File: config.mk
export PLATFORM = sky130hd
export DESIGN_NAME = wallclk_top
export DESIGN_NICKNAME = d
export VERILOG_FILES = /design/src/rtl/wallclk_pkg.sv /design/src/rtl/wallclk_regif.sv /design/src/rtl/wallclk_prescale.sv /design/src/rtl/wallclk_counter.sv /design/src/rtl/wallclk_match.sv /design/src/rtl/wallclk_top.sv
export SDC_FILE = /design/constraint.sdc
export NUM_CORES = 1
export LEC_CHECK = 0
export BUFFER_PORTS_ARGS = -buffer_cell sky130_fd_sc_hd__buf_2
export CORE_AREA = 2 2 201 203
export CTS_BUF_LIST = sky130_fd_sc_hd__clkbuf_4
export DETAILED_ROUTE_END_ITERATION = 8
export DIE_AREA = 0 0 203 205
export GPL_ROUTABILITY_DRIVEN = 0
export PLACE_DENSITY = 0.48
export REMOVE_ABC_BUFFERS = 1
export SETUP_SLACK_MARGIN = 0.1
export SLEW_MARGIN = 40
export SYNTH_ARGS = -nofsm -noshare
export SYNTH_HDL_FRONTEND = slang
export SYNTH_SLANG_ARGS = --single-unit
File: constraint.sdc
create_clock -name clk -period 8.85 [get_ports clk]
set_input_delay 1.77 -clock clk [delete_from_list [all_inputs] [get_ports clk]]
set_output_delay 1.77 -clock clk [all_outputs]
set_load 0.02 [all_outputs]
File: src/rtl/wallclk_pkg.sv
package wallclk_pkg;

    localparam int WORD_W    = 32;
    localparam int CNT_W     = 64;
    localparam int HALVES    = CNT_W / WORD_W;
    localparam int ADDR_W    = 5;
    localparam int PRESC_W   = 8;
    localparam int PRESC_LSB = 8;

    typedef enum logic [2:0] {
        RS_CNT_LO = 3'd0,
        RS_CNT_HI = 3'd1,
        RS_CTRL   = 3'd2,
        RS_STAT   = 3'd3,
        RS_CMP_LO = 3'd4,
        RS_CMP_HI = 3'd5,
        RS_STEP   = 3'd6,
        RS_NONE   = 3'd7
    } reg_sel_e;

    typedef struct packed {
        logic [PRESC_W-1:0] presc;
        logic               auto_step;
        logic               irq_en;
        logic               cmp_en;
        logic               run;
    } ctrl_t;

    typedef struct packed {
        logic cnt_lo;
        logic cnt_hi;
        logic ctrl;
        logic stat;
        logic cmp_lo;
        logic cmp_hi;
        logic step;
    } wr_strobe_t;

    function automatic ctrl_t word_to_ctrl(logic [WORD_W-1:0] w);
        ctrl_t c;
        c.run       = w[0];
        c.cmp_en    = w[1];
        c.irq_en    = w[2];
        c.auto_step = w[3];
        c.presc     = w[PRESC_LSB +: PRESC_W];
        return c;
    endfunction

    function automatic logic [WORD_W-1:0] ctrl_to_word(ctrl_t c);
        logic [WORD_W-1:0] w;
        w = '0;
        w[0] = c.run;
        w[1] = c.cmp_en;
        w[2] = c.irq_en;
        w[3] = c.auto_step;
        w[PRESC_LSB +: PRESC_W] = c.presc;
        return w;
    endfunction

    function automatic reg_sel_e decode_addr(logic [ADDR_W-1:0] a);
        if (a[1:0] != 2'b00)
            return RS_NONE;
        return reg_sel_e'(a[ADDR_W-1:2]);
    endfunction

endpackage

File: src/rtl/wallclk_regif.sv
module wallclk_regif
    import wallclk_pkg::*;
(
    input  logic              clk,
    input  logic              rst,
    input  logic [ADDR_W-1:0] addr,
    input  logic              wr,
    input  logic [WORD_W-1:0] wdata,
    input  logic [CNT_W-1:0]  count,
    input  logic [CNT_W-1:0]  cmp,
    input  logic              flag,
    output ctrl_t             ctrl,
    output logic [WORD_W-1:0] step,
    output wr_strobe_t        strobe,
    output logic [WORD_W-1:0] rdata
);

    reg_sel_e sel;

    always_comb begin
        sel    = decode_addr(addr);
        strobe = '0;
        if (wr) begin
            unique case (sel)
                RS_CNT_LO: strobe.cnt_lo = 1'b1;
                RS_CNT_HI: strobe.cnt_hi = 1'b1;
                RS_CTRL:   strobe.ctrl   = 1'b1;
                RS_STAT:   strobe.stat   = 1'b1;
                RS_CMP_LO: strobe.cmp_lo = 1'b1;
                RS_CMP_HI: strobe.cmp_hi = 1'b1;
                RS_STEP:   strobe.step   = 1'b1;
                default:   ;
            endcase
        end
    end

    always_ff @(posedge clk) begin
        if (rst) begin
            ctrl <= '0;
            step <= '0;
        end else begin
            if (strobe.ctrl) ctrl <= word_to_ctrl(wdata);
            if (strobe.step) step <= wdata;
        end
    end

    always_comb begin
        unique case (sel)
            RS_CNT_LO: rdata = count[WORD_W-1:0];
            RS_CNT_HI: rdata = count[CNT_W-1:WORD_W];
            RS_CTRL:   rdata = ctrl_to_word(ctrl);
            RS_STAT:   rdata = {{(WORD_W-1){1'b0}}, flag};
            RS_CMP_LO: rdata = cmp[WORD_W-1:0];
            RS_CMP_HI: rdata = cmp[CNT_W-1:WORD_W];
            RS_STEP:   rdata = step;
            default:   rdata = '0;
        endcase
    end

endmodule

File: src/rtl/wallclk_prescale.sv
module wallclk_prescale
    import wallclk_pkg::*;
#(
    parameter int P_W = PRESC_W
) (
    input  logic           clk,
    input  logic           rst,
    input  logic           run,
    input  logic [P_W-1:0] presc,
    output logic           tick
);

    logic [P_W-1:0] div_cnt;

    assign tick = run && (div_cnt >= presc);

    always_ff @(posedge clk) begin
        if (rst || !run)
            div_cnt <= '0;
        else if (tick)
            div_cnt <= '0;
        else
            div_cnt <= div_cnt + 1'b1;
    end

    AST_TICK_SPACING: assert property (@(posedge clk) disable iff (rst)
        (tick && presc != '0) |=> (!tick || presc == '0));

endmodule

File: src/rtl/wallclk_counter.sv
module wallclk_counter
    import wallclk_pkg::*;
#(
    parameter int C_W = CNT_W,
    parameter int W_W = WORD_W
) (
    input  logic                 clk,
    input  logic                 rst,
    input  logic                 tick,
    input  logic [C_W/W_W-1:0]   wr_half,
    input  logic [W_W-1:0]       wdata,
    output logic [C_W-1:0]       count
);

    localparam int NH = C_W / W_W;

    logic [C_W-1:0] nxt;

    always_comb begin
        nxt = count + {{(C_W-1){1'b0}}, tick};
        for (int h = 0; h < NH; h++)
            if (wr_half[h]) nxt[h*W_W +: W_W] = wdata;
    end

    always_ff @(posedge clk) begin
        if (rst) count <= '0;
        else     count <= nxt;
    end

    AST_HALT_HOLDS: assert property (@(posedge clk) disable iff (rst)
        (!tick && wr_half == '0) |=> $stable(count));
    AST_STEP_ONE: assert property (@(posedge clk) disable iff (rst)
        (tick && wr_half == '0) |=> count == $past(count) + 1'b1);

endmodule

File: src/rtl/wallclk_match.sv
module wallclk_match
    import wallclk_pkg::*;
#(
    parameter int C_W = CNT_W,
    parameter int W_W = WORD_W
) (
    input  logic                 clk,
    input  logic                 rst,
    input  logic [C_W-1:0]       count,
    input  logic                 cmp_en,
    input  logic                 auto_step,
    input  logic [W_W-1:0]       step,
    input  logic [C_W/W_W-1:0]   wr_half,
    input  logic [W_W-1:0]       wdata,
    input  logic                 clr,
    output logic [C_W-1:0]       cmp,
    output logic                 flag
);

    localparam int NH = C_W / W_W;

    logic           hit;
    logic [C_W-1:0] step_ext;
    logic [C_W-1:0] cmp_nxt;

    assign hit      = cmp_en && (count >= cmp);
    assign step_ext = {{(C_W-W_W){1'b0}}, step};

    always_comb begin
        cmp_nxt = cmp;
        if (hit && auto_step)
            cmp_nxt = cmp + step_ext;
        for (int h = 0; h < NH; h++)
            if (wr_half[h]) cmp_nxt[h*W_W +: W_W] = wdata;
    end

    always_ff @(posedge clk) begin
        if (rst) begin
            cmp  <= '0;
            flag <= 1'b0;
        end else begin
            cmp <= cmp_nxt;
            if (hit)      flag <= 1'b1;
            else if (clr) flag <= 1'b0;
        end
    end

    AST_FLAG_ON_HIT: assert property (@(posedge clk) disable iff (rst)
        hit |=> flag);
    AST_W1C_CLEARS: assert property (@(posedge clk) disable iff (rst)
        (clr && !hit) |=> !flag);
    AST_AUTO_ADVANCE: assert property (@(posedge clk) disable iff (rst)
        (hit && auto_step && wr_half == '0) |=> cmp == $past(cmp) + $past(step_ext));
    AST_CMP_HOLDS: assert property (@(posedge clk) disable iff (rst)
        (!(hit && auto_step) && wr_half == '0) |=> $stable(cmp));

endmodule

File: src/rtl/wallclk_top.sv
module wallclk_top
    import wallclk_pkg::*;
(
    input  logic              clk,
    input  logic              rst,
    input  logic [ADDR_W-1:0] bus_addr,
    input  logic              bus_wr,
    input  logic [WORD_W-1:0] bus_wdata,
    output logic [WORD_W-1:0] bus_rdata,
    output logic              irq_o
);

    ctrl_t             ctrl;
    wr_strobe_t        strobe;
    logic [WORD_W-1:0] step;
    logic [CNT_W-1:0]  count;
    logic [CNT_W-1:0]  cmp;
    logic              flag;
    logic              tick;
    logic [HALVES-1:0] cnt_wr;
    logic [HALVES-1:0] cmp_wr;

    assign cnt_wr = {strobe.cnt_hi, strobe.cnt_lo};
    assign cmp_wr = {strobe.cmp_hi, strobe.cmp_lo};

    wallclk_regif u_regif (
        .clk    (clk),
        .rst    (rst),
        .addr   (bus_addr),
        .wr     (bus_wr),
        .wdata  (bus_wdata),
        .count  (count),
        .cmp    (cmp),
        .flag   (flag),
        .ctrl   (ctrl),
        .step   (step),
        .strobe (strobe),
        .rdata  (bus_rdata)
    );

    wallclk_prescale u_presc (
        .clk   (clk),
        .rst   (rst),
        .run   (ctrl.run),
        .presc (ctrl.presc),
        .tick  (tick)
    );

    wallclk_counter u_cnt (
        .clk     (clk),
        .rst     (rst),
        .tick    (tick),
        .wr_half (cnt_wr),
        .wdata   (bus_wdata),
        .count   (count)
    );

    wallclk_match u_match (
        .clk       (clk),
        .rst       (rst),
        .count     (count),
        .cmp_en    (ctrl.cmp_en),
        .auto_step (ctrl.auto_step),
        .step      (step),
        .wr_half   (cmp_wr),
        .wdata     (bus_wdata),
        .clr       (strobe.stat && bus_wdata[0]),
        .cmp       (cmp),
        .flag      (flag)
    );

    assign irq_o = flag && ctrl.irq_en;

    AST_IRQ_NEEDS_FLAG: assert property (@(posedge clk) disable iff (rst)
        irq_o |-> flag);

endmodule

==> results.rst, run 1 <==
.. list-table::
   :header-rows: 1

   * - Metric
     - Value
   * - Run status
     - finished clean
   * - Placeable core area
     - about 39000 um2
   * - NumNets Final
     - between 1500 and 2000
   * - Flip-flop cell with the highest count after synthesis
     - dfxtp_1
   * - Setup repair after global routing missed its margin
     - false
   * - Placed inst area
     - 13700 um2
   * - Worst setup margin
     - ~2.5 ns
   * - Die outline height
     - 205 um
   * - Minimum clock period after layout
     - between 6 and 7 ns
   * - RR Startpoint
     - u_presc.div_cnt[0]$_SDFF_PP0_
   * - Cell internal power dissipation
     - approximately 1.1 mW
   * - Library cell with the highest instance count after synthesis
     - nand2_1
   * - Average wire length per cell after detail routing
     - between 20 and 25 um
   * - Max_slew headroom
     - 0.371
   * - Instance count after placement with tap cells included
     - around 2200
   * - Clock buffers created by TritonCTS
     - 17
   * - Critical path required time
     - just over 7 ns
   * - Via-to-Cell Ratio
     - about 5.7
   * - Remaining global-route overflow
     - 0
   * - Count of hold-fix buffers inserted at cts
     - 0
   * - Remaining number of nets flagged by the antenna check after routing
     - 0
   * - Detailed route wirelength on metal2
     - about 23000 um
   * - Final setup TNS
     - 0 ns
   * - Share of synthesized area occupied by flip-flops and latches
     - 0.282
   * - Antenna violations before repair
     - 2
   * - Number of vias after detailed routing
     - approximately 13000
   * - Site row count
     - 73
   * - Synth area leaders
     - dfxtp_1, ha_1, nand2_1
   * - Biggest area consumer among synthesized cells
     - dfxtp_1
   * - Max Freq
     - 0.157 GHz
   * - Power per standard cell area
     - 109 nW/um2
   * - Warning count from the yosys run
     - 0
   * - Met3 WL
     - 3080 um
   * - Global router's overall resource usage
     - 0.246
   * - Slew at the pin closest to its max-slew limit
     - ~0.94 ns
   * - Iter 0 DRT Violations
     - ~1200
   * - Via count of the first global-routing pass
     - between 10000 and 15000
   * - Count of unresolved DRC violations after routing
     - 0
   * - Endpoints failing hold
     - 0
   * - Max-capacitance violation count
     - 0
   * - Flip-flop and latch count after synthesis
     - about 180
   * - Combinational cell fraction of total power
     - 0.101
   * - Crit path DAT
     - 4.62 ns
   * - Count of pins on the block boundary
     - 73
   * - Die area
     - approximately 42000 um2
   * - Static Leak
     - just over 5 nW
   * - Ratio of cells with drive above 1 in the final layout
     - 0.0877
   * - Count of buffers from port buffering
     - just over 70
   * - Max-slew violation count
     - 0
   * - DP Wirelength
     - 36600 um
   * - Share of the synthesized area in the top cell type
     - 0.282
   * - First-pass GRT wire length
     - 76800 um
   * - Overall power
     - about 1.5 mW
   * - Kind of start point of the critical path
     - input pin
   * - IR drop worst, VDD
     - 0.0000713 V
   * - Largest net degree at the start of global routing
     - 86
   * - Fin area
     - ~14000 um2
   * - Switching power as a share of total power
     - 0.299
   * - Starting Density
     - 0.327
   * - Root buffer selected by CTS
     - clkbuf_4
   * - CP Max Fanout
     - 25
   * - Clock latency of the later-clocked register in the worst-skew pair
     - around 0.67 ns
   * - Post-Synthesis Cells
     - between 1500 and 2000
   * - Number of sinks driven by the clock tree
     - roughly 180
   * - Count of TritonRoute iterations in the first routing pass
     - 7
   * - Fill cell count
     - 4135
   * - Clk network pwr share
     - 0.346
   * - Average footprint of a synthesized cell
     - 7.58 um2
   * - Fin Clk Skew
     - 0.0436 ns
   * - Multi-input logic area
     - roughly 8600 um2
   * - Post-detailed-routing wire length
     - around 50000 um
   * - Setup slack after placement
     - about 2.5 ns
   * - Final Util
     - 0.355
   * - Classification of the worst setup path
     - in2out
   * - Detailed-routing wirelength on met1
     - 23700 um
   * - Number of distinct library cells after synthesis
     - 75
   * - Mapped Area
     - about 13000 um2
   * - Count of placed standard cells in the final layout, fillers left out
     - between 2000 and 2500
   * - Clock slew seen by the registers of the worst setup and hold paths
     - ~0.15 ns
   * - Highest metal used
     - met4
   * - Critical Path Source
     - bus_addr[4]
   * - Area grow syn2layout
     - 8.76%
   * - Portion of total power attributed to sequential cells
     - 0.553
   * - Die X-Extent
     - about 200 um
   * - Clock tree from TritonCTS
     - yes
   * - Commonest cells in the synthesized netlist
     - nand2_1, dfxtp_1, nor2_1
   * - Worst hold slack
     - 0.468 ns
   * - Proportion of synthesized flip-flops having asynchronous set or reset
     - 0
   * - Number of enable-type register cells in the synthesized netlist
     - 0
   * - Post-CTS resize count
     - 0
   * - Endpoint kind of the worst setup timing path
     - primary output
   * - Fin crit share
     - 0.722
   * - Net switching component of the power
     - about 0.46 mW
   * - Worst hold path startpoint
     - u_regif.ctrl[10]$_SDFFE_PP0P_
   * - Buffer depth of the longest clock path
     - 2
   * - Footprint of the flip-flops and latches
     - 3620 um2
   * - Post CTS Setup Buffer Count
     - 0
   * - Number of setup violations in the final report
     - 0
   * - H-tree levels
     - 4
   * - Class of the most critical hold timing path
     - reg2reg
## flip-flops by register name (all words and copies together) (netlist names)
name and count:
u_cnt.count 64, u_match.cmp 64, u_regif.step 32, u_regif.ctrl 12, u_presc.div_cnt 8, u_match.flag 1
## worst max-delay path, cell delays in order
cell,delay [ns]
buf_2,0.60
and2_1,0.50
nor2b_2,0.80
buf_4,0.39
a222oi_1,0.17
nand2_1,0.17
buf_2,0.18
## power groups by stage
stage / Clock (mW) / Combinational [mW] / Sequential [mW]
after CTS: 0.546 / 0.153 / 0.844
after global placement: 0 / 0.151 / 0.861
after detailed placement: 0 / 0.152 / 0.861
after floorplan: 0 / 0.0721 / 0.854
final: 0.528 / 0.154 / 0.844
after global routing: 0.571 / 0.167 / 0.846
## cell type report
cell class	instances	area share
inverter	91	0.0244
timing repair buffer	89	0.0356
tap	525	0.0470
antenna	3	0.000537
clock inverter	13	0.0112
sequential	181	0.259
multi-input combinational	1329	0.613
clock buffer	18	0.00966
## path summary, 6_finish.rpt
check                                                endpoint  slack (ns)  cells past startpoint
worst max-delay path                            bus_rdata[13]        2.46                      7
worst min-delay path            u_regif.ctrl[10]$_SDFFE_PP0P_        0.47                      2
worst max register to register     u_cnt.count[62]$_SDFF_PP0_        3.39                     22
worst min register to register  u_regif.ctrl[10]$_SDFFE_PP0P_        0.47                      2
## kinds of logic (layout without fill, tap and decap cells)
logic type / after synthesis / in the layout / share of synthesized area
compound gates: 437 / 437 / 0.233
xor+xnor: 108 / 108 / 0.0735
fa+ha+maj: 108 / 108 / 0.106
buf+inv: 187 / 211 / 0.0558
flops: 181 / 181 / 0.282
mux: 18 / 18 / 0.0142
other cells: 0 / 3 / 0
simple gates: 658 / 658 / 0.236
## per-layer routing
| layer | up-vias | track usage |
|---|---|---|
| met3 | 80 | 0.0428 |
| li1 | 6175 | - |
| met4 | 0 | 0.0879 |
| met2 | 489 | 0.393 |
| met5 | - | 0 |
| met1 | 6139 | 0.332 |
## cell usage in the layout, fill, tap and decap left out, types with 40 or more instances in the layout
master,instances
a211oi_1,81
a21oi_1,128
buf_2,71
dfxtp_1,181
ha_1,107
inv_1,90
nand2_1,254
nand3_1,50
nand4_1,40
nor2_1,180
o21ai_0,59
xnor2_1,62
xor2_1,46
Power figures use the tool's default switching activity.
==> run 2: changes to the inputs <==
- clock period: 8.85 -> 6.35 ns (I/O delays scaled with it)
==> run 2 against run 1 <==
Effect of this change:
- clock-buffer cell count is 1 higher
- die area is the same
- worst hold slack gained 0.0040 ns
- worst setup slack got worse by 0.88 ns
- clock skew down 0.010 ns
- critical path depth stayed put
- sequential share of layout area did not move
- first-iteration DRC count shrank 2.2%
- via count down 0.13%
==> results.rst, run 2 (synthesis results as in run 1) <==
.. list-table::
   :header-rows: 1

   * - Metric
     - Value
   * - Minimum clock period after layout
     - 4.77 ns
   * - Portion of total power attributed to sequential cells
     - 0.570
   * - Number of setup violations in the final report
     - 0
   * - Clock tree from TritonCTS
     - yes
   * - Footprint of the flip-flops and latches
     - around 3600 um2
   * - Die area
     - roughly 42000 um2
   * - Max_slew headroom
     - 0.446
   * - Crit path DAT
     - 3.50 ns
   * - Clock slew seen by the registers of the worst setup and hold paths
     - 0.18 ns
   * - Placeable core area
     - 39400 um2
   * - Static Leak
     - ~5.2 nW
   * - Count of cells along the worst register-to-register path
     - 22
   * - Post-CTS resize count
     - 0
   * - Most common cell after layout, fill and taps aside
     - nand2_1
   * - NumNets Final
     - ~1900
   * - Count of hold-fix buffers inserted at cts
     - 0
   * - Largest registers
     - u_cnt.count x64, u_match.cmp x64, u_regif.step x32
   * - Post CTS Setup Buffer Count
     - 0
   * - Class of the most critical hold timing path
     - reg2reg
   * - Final setup TNS
     - 0 ns
   * - Max-capacitance violation count
     - 0
   * - Count of unresolved DRC violations after routing
     - 0
   * - Area grow syn2layout
     - 8.76%
   * - Final Util
     - 0.355
   * - Count of buffers from port buffering
     - 72
   * - Kind of start point of the critical path
     - input pin
   * - Starting Density
     - 0.327
   * - Iter 0 DRT Violations
     - between 1000 and 1500
   * - Power per standard cell area
     - 147 nW/um2
   * - First-pass GRT wire length
     - a little under 80000 um
   * - Critical path required time
     - 5.08 ns
   * - Fill cell count
     - 4226
   * - Clock latency of the later-clocked register in the worst-skew pair
     - approximately 0.67 ns
   * - Net switching component of the power
     - about 0.64 mW
   * - Root buffer selected by CTS
     - clkbuf_4
   * - Count of TritonRoute iterations in the first routing pass
     - 6
   * - CP Max Fanout
     - 25
   * - Remaining global-route overflow
     - 0
   * - Hold Path Cell Cnt
     - 2
   * - Antenna violations before repair
     - 1
   * - Via count of the first global-routing pass
     - approximately 12000
   * - Average wire length per cell after detail routing
     - 22.9 um
   * - Die X-Extent
     - roughly 200 um
   * - Count of pins on the block boundary
     - between 70 and 80
   * - Endpoint kind of the worst setup timing path
     - primary output
   * - Via-to-Cell Ratio
     - about 5.7
   * - DP Wirelength
     - between 30000 and 40000 um
   * - Cell internal power dissipation
     - around 1.4 mW
   * - Buffer depth of the longest clock path
     - 2
   * - Classification of the worst setup path
     - in2out
   * - Clk network pwr share
     - 0.323
   * - Post-detailed-routing wire length
     - around 52000 um
   * - Global router's overall resource usage
     - 0.249
   * - Die outline height
     - around 200 um
   * - Slew at the pin closest to its max-slew limit
     - around 0.83 ns
   * - Remaining number of nets flagged by the antenna check after routing
     - 0
   * - Multi-input logic area
     - ~8600 um2
   * - Setup repair after global routing missed its margin
     - false
   * - H-tree levels
     - 4
   * - Site row count
     - 73
   * - Endpoints failing hold
     - 0
   * - Number of sinks driven by the clock tree
     - about 180
   * - Commonest cells after routing, fill and taps aside
     - nand2_1, nor2_1, dfxtp_1, a21oi_1, ha_1
   * - Combinational cell fraction of total power
     - 0.107
   * - Ratio of cells with drive above 1 in the final layout
     - 0.0903
   * - Fin crit share
     - 0.751
   * - Clock buffers created by TritonCTS
     - 17
   * - Switching power as a share of total power
     - 0.311
   * - Largest net degree at the start of global routing
     - around 100
   * - Max Freq
     - approximately 0.21 GHz
   * - Number of vias after detailed routing
     - between 10000 and 15000
   * - Run status
     - finished clean
   * - Fin Clk Skew
     - between 0.03 and 0.04 ns
   * - IR drop worst, VDD
     - 0.000106 V
   * - Max-slew violation count
     - 0
[run 2: cell types whose count changed in the layout (fill, tap and decap cells not counted), sizes merged]
| cell | previous run | this run |
|---|---|---|
| diode | 3 | 1 |
| buf | 89 | 95 |
| inv | 93 | 94 |
| clkbuf | 18 | 19 |
| bufinv | 3 | 1 |
| clkinv | 4 | 7 |
| clkinvlp | 4 | 2 |
[run 2: metal layers]
metal / track usage / wire length [um]
met1: 0.351 / 24600
met2: 0.402 / 23100
met3: 0.0278 / 2810
met4: 0.0699 / 1170
met5: 0 / 0
[run 2: path summary, 6_finish.rpt]
kind | start | endpoint | slack (ns)
max | bus_addr[4] | bus_rdata[12] | 1.58
min | u_regif.ctrl[9]$_SDFFE_PP0P_ | u_regif.ctrl[9]$_SDFFE_PP0P_ | 0.47
max reg2reg | u_presc.div_cnt[0]$_SDFF_PP0_ | u_cnt.count[52]$_SDFF_PP0_ | 1.69
min reg2reg | u_regif.ctrl[9]$_SDFFE_PP0P_ | u_regif.ctrl[9]$_SDFFE_PP0P_ | 0.47
[run 2: area by class of cell]
cell class,instances,area share
repair buffers,95,0.0400
well taps,525,0.0470
clock buffers,19,0.0102
flip-flops and latches,181,0.259
clock inverters,13,0.00769
multi-input cells,1329,0.612
diodes,1,0.000179
inverters,91,0.0244
[run 2: power by group through the flow]
stage | registers [mW] | clock network [mW] | logic, mW
final | 1.18 | 0.666 | 0.220
after global routing | 1.18 | 0.719 | 0.236
after CTS | 1.18 | 0.684 | 0.217
after detailed placement | 1.20 | 0 | 0.216
after global placement | 1.20 | 0 | 0.214
after floorplan | 1.19 | 0 | 0.100
[run 2: per-stage QoR]
| step | hold WS (ns) | setup slack (ns) | instance area (um2) | instances | total power, mW |
|---|---|---|---|---|---|
| after floorplan | 0.430 | 1.22 | 12500 | 1601 | 1.29 |
| after detailed placement | 0.447 | 1.64 | 13700 | 2220 | 1.41 |
| after global placement | 0.444 | 1.64 | 13700 | 2220 | 1.41 |
| after global routing | 0.496 | 1.25 | 14000 | 2254 | 2.13 |
| after CTS | 0.468 | 1.63 | 14000 | 2252 | 2.08 |
| final | 0.472 | 1.58 | 14000 | 2254 | 2.06 |
[run 2: worst max-delay path, cell delays in order]
cell	delay (ns)
buf_2	0.36
and2_1	0.47
nor2b_2	0.24
buf_4	0.21
a222oi_1	0.60
nand2_1	0.13
buf_2	0.19
